[src/rtl/spi_reg_pkg.sv]
// Package: frame geometry and shared constants of the SPI register port.
// Assumes a fixed 16-bit frame: 8 command bits followed by 8 data bits.
package spi_reg_pkg;
    localparam int ADDR_W     = 6;
    localparam int DATA_W     = 8;
    localparam int CMD_BITS   = ADDR_W + 2;
    localparam int FRAME_BITS = CMD_BITS + DATA_W;
    localparam int CNT_W      = $clog2(FRAME_BITS + 1);
    // 1-based frame bit positions
    localparam int RW_POS     = ADDR_W + 1;
    localparam int ZERO_POS   = ADDR_W + 2;
    localparam int STAT_POS   = ADDR_W + 1;
endpackage

[src/rtl/spi_sync.sv]
// Module: multi-stage synchronizer for asynchronous serial pins.
// Assumes the inputs are slow relative to clk; each bit is resampled independently.
module spi_sync #(
    parameter int              WIDTH   = 3,
    parameter int              STAGES  = 2,
    parameter logic [WIDTH-1:0] RST_VAL = '0
) (
    input  logic             clk,
    input  logic             rst_n,
    input  logic [WIDTH-1:0] d,
    output logic [WIDTH-1:0] q
);
    logic [WIDTH-1:0] stg [STAGES];

    // Purpose: shift the pin values through the synchronizer chain.
    always_ff @(posedge clk) begin
        if (!rst_n) begin
            for (int s = 0; s < STAGES; s++) stg[s] <= RST_VAL;
        end else begin
            stg[0] <= d;
            for (int s = 1; s < STAGES; s++) stg[s] <= stg[s-1];
        end
    end

    assign q = stg[STAGES-1];
endmodule

[src/rtl/spi_frame.sv]
// Module: SPI mode-0 frame decoder and MISO serializer.
// Works on synchronized pins; expects each SCK half period to last four or more clk cycles.
// Produces a parallel register bus (address, write data, write strobe) and a
// completion pulse for frames with 16 rising edges and a zero in bit 8.
module spi_frame
    import spi_reg_pkg::*;
(
    input  logic              clk,
    input  logic              rst_n,
    input  logic              cs_n_s,
    input  logic              sck_s,
    input  logic              mosi_s,
    input  logic [DATA_W-1:0] rd_data,
    input  logic              porst,
    output logic [ADDR_W-1:0] bus_addr,
    output logic [DATA_W-1:0] bus_wdata,
    output logic              bus_wr,
    output logic              frame_done,
    output logic              miso,
    output logic              miso_oe
);
    localparam logic [CNT_W-1:0] CNT_LAST = CNT_W'(FRAME_BITS - 1);
    localparam logic [CNT_W-1:0] CNT_FULL = CNT_W'(FRAME_BITS);
    localparam logic [CNT_W-1:0] CNT_ADDR = CNT_W'(ADDR_W - 1);
    localparam logic [CNT_W-1:0] CNT_RW   = CNT_W'(RW_POS - 1);
    localparam logic [CNT_W-1:0] CNT_ZERO = CNT_W'(ZERO_POS - 1);
    localparam logic [CNT_W-1:0] CNT_CMD  = CNT_W'(CMD_BITS);
    localparam logic [CNT_W-1:0] CNT_STAT = CNT_W'(STAT_POS);

    logic              sck_d, cs_d;
    logic              sck_rise, sck_fall, cs_fall;
    logic [CNT_W-1:0]  cnt;
    logic [DATA_W-2:0] sh_in;
    logic [DATA_W-1:0] sh_out;
    logic              rw_q, zero_bad_q;

    // Purpose: remember previous pin levels for edge detection.
    always_ff @(posedge clk) begin
        if (!rst_n) begin
            sck_d <= 1'b0;
            cs_d  <= 1'b1;
        end else begin
            sck_d <= sck_s;
            cs_d  <= cs_n_s;
        end
    end

    assign sck_rise = sck_s & ~sck_d & ~cs_n_s;
    assign sck_fall = ~sck_s & sck_d & ~cs_n_s;
    assign cs_fall  = ~cs_n_s & cs_d;

    // Purpose: count bits, capture command fields and issue bus strobes.
    always_ff @(posedge clk) begin
        if (!rst_n) begin
            cnt        <= '0;
            sh_in      <= '0;
            bus_addr   <= '0;
            bus_wdata  <= '0;
            rw_q       <= 1'b0;
            zero_bad_q <= 1'b0;
            bus_wr     <= 1'b0;
            frame_done <= 1'b0;
        end else begin
            bus_wr     <= 1'b0;
            frame_done <= 1'b0;
            if (cs_n_s || cs_fall) begin
                cnt <= '0;
            end else if (sck_rise && cnt != CNT_FULL) begin
                cnt   <= cnt + 1'b1;
                sh_in <= {sh_in[DATA_W-3:0], mosi_s};
                if (cnt == CNT_ADDR) bus_addr   <= {sh_in[ADDR_W-2:0], mosi_s};
                if (cnt == CNT_RW)   rw_q       <= mosi_s;
                if (cnt == CNT_ZERO) zero_bad_q <= mosi_s;
                if (cnt == CNT_LAST && !zero_bad_q) begin
                    frame_done <= 1'b1;
                    if (rw_q) begin
                        bus_wr    <= 1'b1;
                        bus_wdata <= {sh_in, mosi_s};
                    end
                end
            end
        end
    end

    // Purpose: drive MISO after falling edges and gate its enable with select.
    always_ff @(posedge clk) begin
        if (!rst_n) begin
            miso    <= 1'b0;
            miso_oe <= 1'b0;
            sh_out  <= '0;
        end else if (cs_n_s) begin
            miso    <= 1'b0;
            miso_oe <= 1'b0;
        end else begin
            miso_oe <= 1'b1;
            if (cs_fall) begin
                miso <= (CNT_STAT == CNT_W'(1)) ? porst : 1'b0;
            end else if (sck_fall && cnt != '0 && cnt != CNT_FULL) begin
                if (cnt < CNT_CMD) begin
                    miso <= ((cnt + 1'b1) == CNT_STAT) ? porst : 1'b0;
                end else if (cnt == CNT_CMD) begin
                    sh_out <= zero_bad_q ? '0 : rd_data;
                    miso   <= zero_bad_q ? 1'b0 : rd_data[DATA_W-1];
                end else begin
                    sh_out <= {sh_out[DATA_W-2:0], 1'b0};
                    miso   <= sh_out[DATA_W-2];
                end
            end
        end
    end
endmodule

[src/rtl/spi_regbank.sv]
// Module: small register bank behind the parallel bus, plus the power-on flag.
// Address 0 is a read-only identifier; unmapped addresses read zero.
// Assumes NUM_REGS <= 2**ADDR_W.
module spi_regbank
    import spi_reg_pkg::*;
#(
    parameter int               NUM_REGS = 8,
    parameter logic [DATA_W-1:0] ID_VALUE = 8'h5A
) (
    input  logic              clk,
    input  logic              rst_n,
    input  logic [ADDR_W-1:0] bus_addr,
    input  logic [DATA_W-1:0] bus_wdata,
    input  logic              bus_wr,
    input  logic              frame_done,
    output logic [DATA_W-1:0] rd_data,
    output logic              porst
);
    logic [NUM_REGS-1:0][DATA_W-1:0] regs;

    for (genvar i = 0; i < NUM_REGS; i++) begin : g_reg
        if (i == 0) begin : g_id
            assign regs[i] = ID_VALUE;
        end else begin : g_rw
            logic [DATA_W-1:0] q;
            // Purpose: hold one writable register.
            always_ff @(posedge clk) begin
                if (!rst_n)                                q <= '0;
                else if (bus_wr && bus_addr == ADDR_W'(i)) q <= bus_wdata;
            end
            assign regs[i] = q;
        end
    end

    // Purpose: select the addressed register, zero when unmapped.
    always_comb begin
        rd_data = '0;
        for (int i = 0; i < NUM_REGS; i++)
            if (bus_addr == ADDR_W'(i)) rd_data = regs[i];
    end

    // Purpose: power-on flag, set by reset and cleared by a completed frame.
    always_ff @(posedge clk) begin
        if (!rst_n)          porst <= 1'b1;
        else if (frame_done) porst <= 1'b0;
    end
endmodule

[src/rtl/spi_reg_slave.sv]
// Module: top of the SPI slave register port.
// Chain: pin synchronizers, then frame decoder, then register bank.
// Assumes the SCK half period spans four or more clk cycles.
module spi_reg_slave
    import spi_reg_pkg::*;
#(
    parameter int               NUM_REGS    = 8,
    parameter logic [DATA_W-1:0] ID_VALUE    = 8'h5A,
    parameter int               SYNC_STAGES = 2
) (
    input  logic clk,
    input  logic rst_n,
    input  logic spi_cs_n,
    input  logic spi_sck,
    input  logic spi_mosi,
    output logic spi_miso,
    output logic spi_miso_oe
);
    logic              cs_n_s, sck_s, mosi_s;
    logic [ADDR_W-1:0] bus_addr;
    logic [DATA_W-1:0] bus_wdata, rd_data;
    logic              bus_wr, frame_done, porst;

    spi_sync #(.WIDTH(3), .STAGES(SYNC_STAGES), .RST_VAL(3'b100)) u_sync (
        .clk(clk), .rst_n(rst_n),
        .d({spi_cs_n, spi_sck, spi_mosi}),
        .q({cs_n_s, sck_s, mosi_s})
    );

    spi_frame u_frame (
        .clk(clk), .rst_n(rst_n),
        .cs_n_s(cs_n_s), .sck_s(sck_s), .mosi_s(mosi_s),
        .rd_data(rd_data), .porst(porst),
        .bus_addr(bus_addr), .bus_wdata(bus_wdata), .bus_wr(bus_wr),
        .frame_done(frame_done),
        .miso(spi_miso), .miso_oe(spi_miso_oe)
    );

    spi_regbank #(.NUM_REGS(NUM_REGS), .ID_VALUE(ID_VALUE)) u_bank (
        .clk(clk), .rst_n(rst_n),
        .bus_addr(bus_addr), .bus_wdata(bus_wdata), .bus_wr(bus_wr),
        .frame_done(frame_done),
        .rd_data(rd_data), .porst(porst)
    );
endmodule

[config.mk]
export PLATFORM = sky130hd
export DESIGN_NAME = spi_reg_slave
export DESIGN_NICKNAME = d
export VERILOG_FILES = /design/src/rtl/spi_reg_pkg.sv /design/src/rtl/spi_sync.sv /design/src/rtl/spi_frame.sv /design/src/rtl/spi_regbank.sv /design/src/rtl/spi_reg_slave.sv
export SDC_FILE = /design/constraint.sdc
export NUM_CORES = 1
export LEC_CHECK = 0
export BUFFER_PORTS_ARGS = -buffer_cell sky130_fd_sc_hd__buf_2
export CORE_MARGIN = 2
export CORE_UTILIZATION = 60
export CTS_BUF_LIST = sky130_fd_sc_hd__clkbuf_8
export DETAILED_ROUTE_END_ITERATION = 10
export PLACE_DENSITY_LB_ADDON = 0.12
export SLEW_MARGIN = 15
export SYNTH_ARGS = -nofsm -noshare
export SYNTH_HDL_FRONTEND = slang
export SYNTH_SLANG_ARGS = --single-unit
[constraint.sdc]
create_clock -name clk -period 2.1 [get_ports clk]
set_input_delay 0.315 -clock clk [delete_from_list [all_inputs] [get_ports clk]]
set_output_delay 0.315 -clock clk [all_outputs]
set_load 0.05 [all_outputs]
# Word-level counts from Yosys, hierarchy flattened
# Memory sizes are Yosys's and may differ from the RTL's.
# Index checks and enable logic that the tools add are counted.
op_classes:
  addsub: 1
  magnitude_cmp: 1
  eq_ne: 14
  mux: 21
  n_bitwise: 16
  reduce_logical: 25
op_table:
  columns: ["cell", "count"]
  rows:
  - ["$mux 8", 7]
  - ["$eq 6x3->1 const B", 4]
  - ["$mux 7", 3]
  - ["$eq 5x3->1 const B", 4]
  - ["$eq 6x2->1 const B", 2]
  - ["$logic_and 1x1->1", 11]
  - ["$eq 5x4->1 const B", 2]
  - ["$mux 1", 9]
  - ["$not 1->1", 9]
  - ["$reduce_and 3->1", 3]
  - ["$reduce_and 4->1", 2]
  - ["$eq 6x1->1 const B", 1]
  - ["$logic_not 6->1", 1]
  - ["$mux 3", 2]
  - ["$reduce_or 3->1", 2]
  - ["$add 5x1->5 const B", 1]
  - ["$and 1x1->1", 5]
  - ["$lt 5x4->1 const B", 1]
  - ["$ne 5x5->1 const B", 1]
  - ["$reduce_bool 5->1", 1]
  - ["$reduce_or 4->1", 1]
  - ["$or 1x1->1", 2]
  - ["$reduce_and 2->1", 1]
  - ["$reduce_or 2->1", 1]
  - ["other kinds (2)", 2]
word_totals:
  register_bits: 98
  mem_bits_rw: 6
  output_inout_bits: 2
  n_memories: 1
mem_list:
  columns: ["name", "depth", "width", "read_ports", "rd_ports_with_merged_regs", "write_ports", "line_no", "text"]
  rows:
  - ["u_sync.stg", 2, 3, 2, 0, 2, "spi_sync.sv:13", "logic [WIDTH-1:0] stg [STAGES];"]

# Longest topological paths before layout
depth:
  depth_word: 12
  depth_mapped: 8
  depth_no_buf: 7

# Modules after synthesis
# Synthesis repeated with hierarchy kept, for this count alone.
unflattened:
  cells_unflattened: 501
  area_unflattened_um2: 4758.3
modules_own_cells:
  columns: ["module", "instances", "cells_each", "area_per_inst_um2"]
  rows:
  - ["spi_regbank", 1, 281, 2661.3]
  - ["spi_frame", 1, 205, 1916.8]
  - ["spi_sync", 1, 15, 180.2]

# Least setup slack after synthesis
# OpenSTA, ideal clock, no wires.
synth_timing:
  path_kind: "register -> register"
  startpoint: "register u_frame.cnt[0]"
  endpoint: "register u_frame.sh_out[6]"
  setup_time_ps: 81
  arrival_ps: 1722
  slack_ps: 297
  path_stages_with_launch: 9
  synth_period_minus_slack_ps: 1803
  cell_sequence: "dfxtp_1 -> inv_1 -> ha_1 -> nor3b_1 -> nor4b_2 -> nor3b_2 -> buf_4 -> o21ai_1 -> a41oi_1"
synth_between:
  elab_chain_len: 4
  word_cells_on_any_way: 9
synth_rtl:
  columns: ["item", "line_no", "text"]
  rows:
  - ["start, declared", "spi_frame.sv:32", "logic [CNT_W-1:0] cnt;"]
  - ["start signal, assigned", "spi_frame.sv:69", "cnt <= cnt + 1'b1;"]
  - ["parallel branches: the longest is 4 deep, another holds $lt 5x4->1", null, null]
  - ["end signal, assigned", "spi_frame.sv:102", "sh_out <= zero_bad_q ? '0 : rd_data;"]
  - ["end signal, assigned", "spi_frame.sv:105", "sh_out <= {sh_out[DATA_W-2:0], 1'b0};"]
  - ["end, declared", "spi_frame.sv:34", "logic [DATA_W-1:0] sh_out;"]
# Parallel ways; which one is timed is not known.
# A chain may end at the register's enable or synchronous reset.

# Worst setup path in the final report
layout_timing:
  startpoint: "register u_frame.cnt[0]"
  endpoint: "register u_frame.sh_out[3]"
# The elaborated chain is that of the path after synthesis.

==> metrics <==
result of the run=finished, final reports clean; HP Class=input pin to flip-flop; min Tclk post-route=2.030 ns; total placed instance area=4883 um^2; number of violations reported at the end of detailed-routing iteration 0=~150; layout overhead on the synthesized area=8.181%; WP data arrival=about 2.3 ns; crit share post-route=96.67%; vias per cell=around 5.6; final setup skew=between 0.01 and 0.015 ns; overall die area=between 8000 and 9000 um^2; clk buf depth=2; EDFF count, synth=0; async set or reset register ratio after synthesis=0%; final number of hold-violating endpoints=0; mean instance size in the synthesized netlist=9.897 um^2; Cell Count Post-Placement=568; clk slew on worst S/H paths=0.10 ns; source of the critical timing path=u_frame.cnt[0]$_SDFFE_PP0P_; total global routing track utilization=between 20% and 30%; Max Clock Freq=~500 MHz; number of max-cap violations=0; pre-CTS setup slack=between 0.1 and 0.15 ns; number of optimization iterations in the first detailed-route pass=4; number of input and output port buffers inserted=6; Yosys Warn Count=0; number of antenna violations at the first check in global routing=0; number of clock buffers inserted by TritonCTS=9; Min-Delay Startpoint=spi_cs_n; LEAKAGE=about 1.9 nW; CTS root buffer=sky130_fd_sc_hd__clkbuf_8; TritonCTS clock tree=built; overall die width=92.61 um; Power Dens Cells=631.5 nW/um^2; depth of the worst register-to-register path=8; overall routed net length=9620 um; total number of placement rows=32; vias in the first global route=3200; Post-Syn Nets=486; required time reported for the critical path endpoint=2.40 ns; post-route design area=5096 um^2; biggest fanout along the worst timing path=5; kind of end point of the critical path=flip-flop; clock insertion delay at the later pin of the skew report=between 0.3 and 0.4 ns; destination of the critical timing path=u_frame.sh_out[3]$_SDFFE_PN0P_; floorplan die height=92.61 um; register-to-register setup slack=0.07 ns; destination of the worst register-to-register timing path=u_frame.sh_out[3]$_SDFFE_PN0P_; dominant synthesized flop cell=sky130_fd_sc_hd__dfxtp_1; global-route wire length before repair=16200 um; post-route antenna net violation count=0; total congestion overflow after global routing=0; Routed WL per cell=~16 um; register area share after synthesis=between 40% and 50%; number of setup violations in the final report=0; setup tns final=0 ns; largest net degree at the start of global routing=96; IO Pins=7; HPWL Detailed=6585 um; post-synthesis cell count=476; H-Tree Depth=3; post-route DRC violation count=0; NumNets Final=489; Setup crit start kind=flip-flop; Worst Setup Slack, final=0.06991 ns; Max-slew headroom=57.74%; initial core utilization=61.60%; FF+latch count, synth=between 100 and 150; vias post-DR=~3300; Core Region=7647 um^2; start of the worst register-to-register path=u_frame.cnt[0]$_SDFFE_PP0P_; Yosys cell types=53; final cell count without fillers=586; IR drop worst, VDD=0.4559 mV; # clock sinks=104; cell area after synthesis=~4700 um^2; Setup CP Type=flip-flop to flip-flop; fraction of layout instances using a drive strength above 1=13.64%; Max Transition Viols Final=0; pin slew with the least headroom to its limit=roughly 0.63 ns; GP Congestion=0.8425; Antenna Diode Count=0
## where the power goes
part	switching, mW	total [mW]	internal, mW
logic	0.0280	0.0602	0.0322
registers	0.00442	1.98	1.98
clock network	0.719	1.18	0.457
## synthesized netlist by cell type, drive strengths merged (3+ instances only)
cell type | n | area [um^2]
dfxtp | 104 | 2082
mux2 | 9 | 101.4
nor2b | 76 | 475.5
nand3 | 15 | 80.08
mux2i | 81 | 810.8
ha | 5 | 62.56
buf | 12 | 66.31
nor2 | 12 | 76.32
nand2 | 27 | 101.4
o22ai | 5 | 31.28
o21ai | 10 | 50.05
and2 | 5 | 31.28
nand3b | 4 | 30.03
nand2b | 7 | 43.79
a21boi | 8 | 60.06
nand4 | 4 | 25.02
nor3 | 4 | 30.03
clkbuf | 23 | 86.33
a21oi | 10 | 50.05
nor3b | 4 | 40.03
a31oi | 3 | 18.77
inv | 12 | 45.04
a221oi | 6 | 52.55
## registers in the layout, indices dropped and copies added, names as in the netlist
name                flops
u_bank.g.g_rw.q        56
u_bank.porst            1
u_frame.bus_addr        6
u_frame.bus_wdata       8
u_frame.bus_wr          1
u_frame.cnt             5
u_frame.cs_d            1
u_frame.frame_done      1
u_frame.miso            1
u_frame.miso_oe         1
u_frame.rw_q            1
u_frame.sck_d           1
u_frame.sh_in           7
u_frame.sh_out          7
u_frame.zero_bad_q      1
u_sync.stg              6
## kinds of logic after synthesis
kind of cell             count (synthesis)  share of synthesized area, %
buffers and inverters                   48                         4.276
AO/OA/AOI/OAI                           57                         8.340
XOR/XNOR                                 3                        0.5579
multiplexers                            90                         19.36
AND/OR/NAND/NOR                        169                         21.94
adder cells (fa/ha/maj)                  5                         1.328
flip-flops                             104                         44.20
## repair_timing
item	in CTS	in global routing
setup buffers	0	1
resized for setup	0	3
hold buffers	0	0
endpoints found under the setup margin	0	5
## worst min-delay path by stage
stage / to / slack [ns] / cells after the start
finish: u_sync.stg[0][2]$_SDFF_PN1_ / 0.14 / 2
detailed placement: u_bank.porst$_SDFFE_PN1P_ / 0.41 / 1
global placement: u_sync.stg[0][5]$_SDFF_PN1_ / 0.39 / 1
CTS: u_sync.stg[0][2]$_SDFF_PN1_ / 0.13 / 2
global route: u_sync.stg[0][2]$_SDFF_PN1_ / 0.13 / 2
floorplan: u_sync.stg[0][5]$_SDFF_PN1_ / 0.39 / 1
## cells in the final DEF (no fill, tap or decap), types with 4 or more instances in the layout
| cell type | n |
|---|---|
| sky130_fd_sc_hd__a21boi_1 | 8 |
| sky130_fd_sc_hd__a21oi_1 | 10 |
| sky130_fd_sc_hd__a221oi_1 | 6 |
| sky130_fd_sc_hd__and2_1 | 5 |
| sky130_fd_sc_hd__buf_2 | 6 |
| sky130_fd_sc_hd__buf_4 | 18 |
| sky130_fd_sc_hd__clkbuf_8 | 9 |
| sky130_fd_sc_hd__dfxtp_1 | 102 |
| sky130_fd_sc_hd__ha_1 | 5 |
| sky130_fd_sc_hd__inv_1 | 12 |
| sky130_fd_sc_hd__mux2_2 | 9 |
| sky130_fd_sc_hd__mux2i_1 | 81 |
| sky130_fd_sc_hd__nand2_1 | 27 |
| sky130_fd_sc_hd__nand2b_1 | 7 |
| sky130_fd_sc_hd__nand3_1 | 14 |
| sky130_fd_sc_hd__nand3b_1 | 4 |
| sky130_fd_sc_hd__nand4_1 | 4 |
| sky130_fd_sc_hd__nor2_1 | 9 |
| sky130_fd_sc_hd__nor2b_1 | 76 |
| sky130_fd_sc_hd__o21ai_0 | 6 |
| sky130_fd_sc_hd__o21ai_1 | 4 |
| sky130_fd_sc_hd__o22ai_1 | 5 |
## routing by layer
metal	global-route usage, %	vias up	wire length [um]
met1	31.65	1567	4503
met2	39.72	48	4675
li1	-	1661	-
met4	7.214	0	178
met3	4.882	16	263
met5	0	-	0
## per-stage QoR
step	hold WS [ns]	utilization [%]	power [mW]
finish	0.1403	66.64	3.218
global placement	0.3893	63.86	2.087
CTS	0.1323	66.28	3.248
floorplan	0.3863	-	2.072
global route	0.1252	66.64	3.340
detailed placement	0.4112	63.86	2.088
## critical path: stages (launching register included)
cell and delay (ns):
sky130_fd_sc_hd__dfxtp_2 0.38, sky130_fd_sc_hd__inv_1 0.09, sky130_fd_sc_hd__ha_1 0.23, sky130_fd_sc_hd__nor3b_1 0.16, sky130_fd_sc_hd__nor4b_2 0.36, sky130_fd_sc_hd__nor3b_4 0.28, sky130_fd_sc_hd__buf_4 0.15, sky130_fd_sc_hd__and3_1 0.16
sky130_fd_sc_hd__a32o_1 0.16
## final cells by class
| class | count | area (um^2) |
|---|---|---|
| repair buffers | 27 | 216.5 |
| flip-flops and latches | 104 | 2085 |
| well taps | 102 | 127.6 |
| fillers | 626 | 2551 |
| inverters | 13 | 48.80 |
| clock inverters | 7 | 61.31 |
| clock buffers | 9 | 123.9 |
| multi-input cells | 324 | 2434 |
No activity file was read; power rests on OpenSTA's default activity.
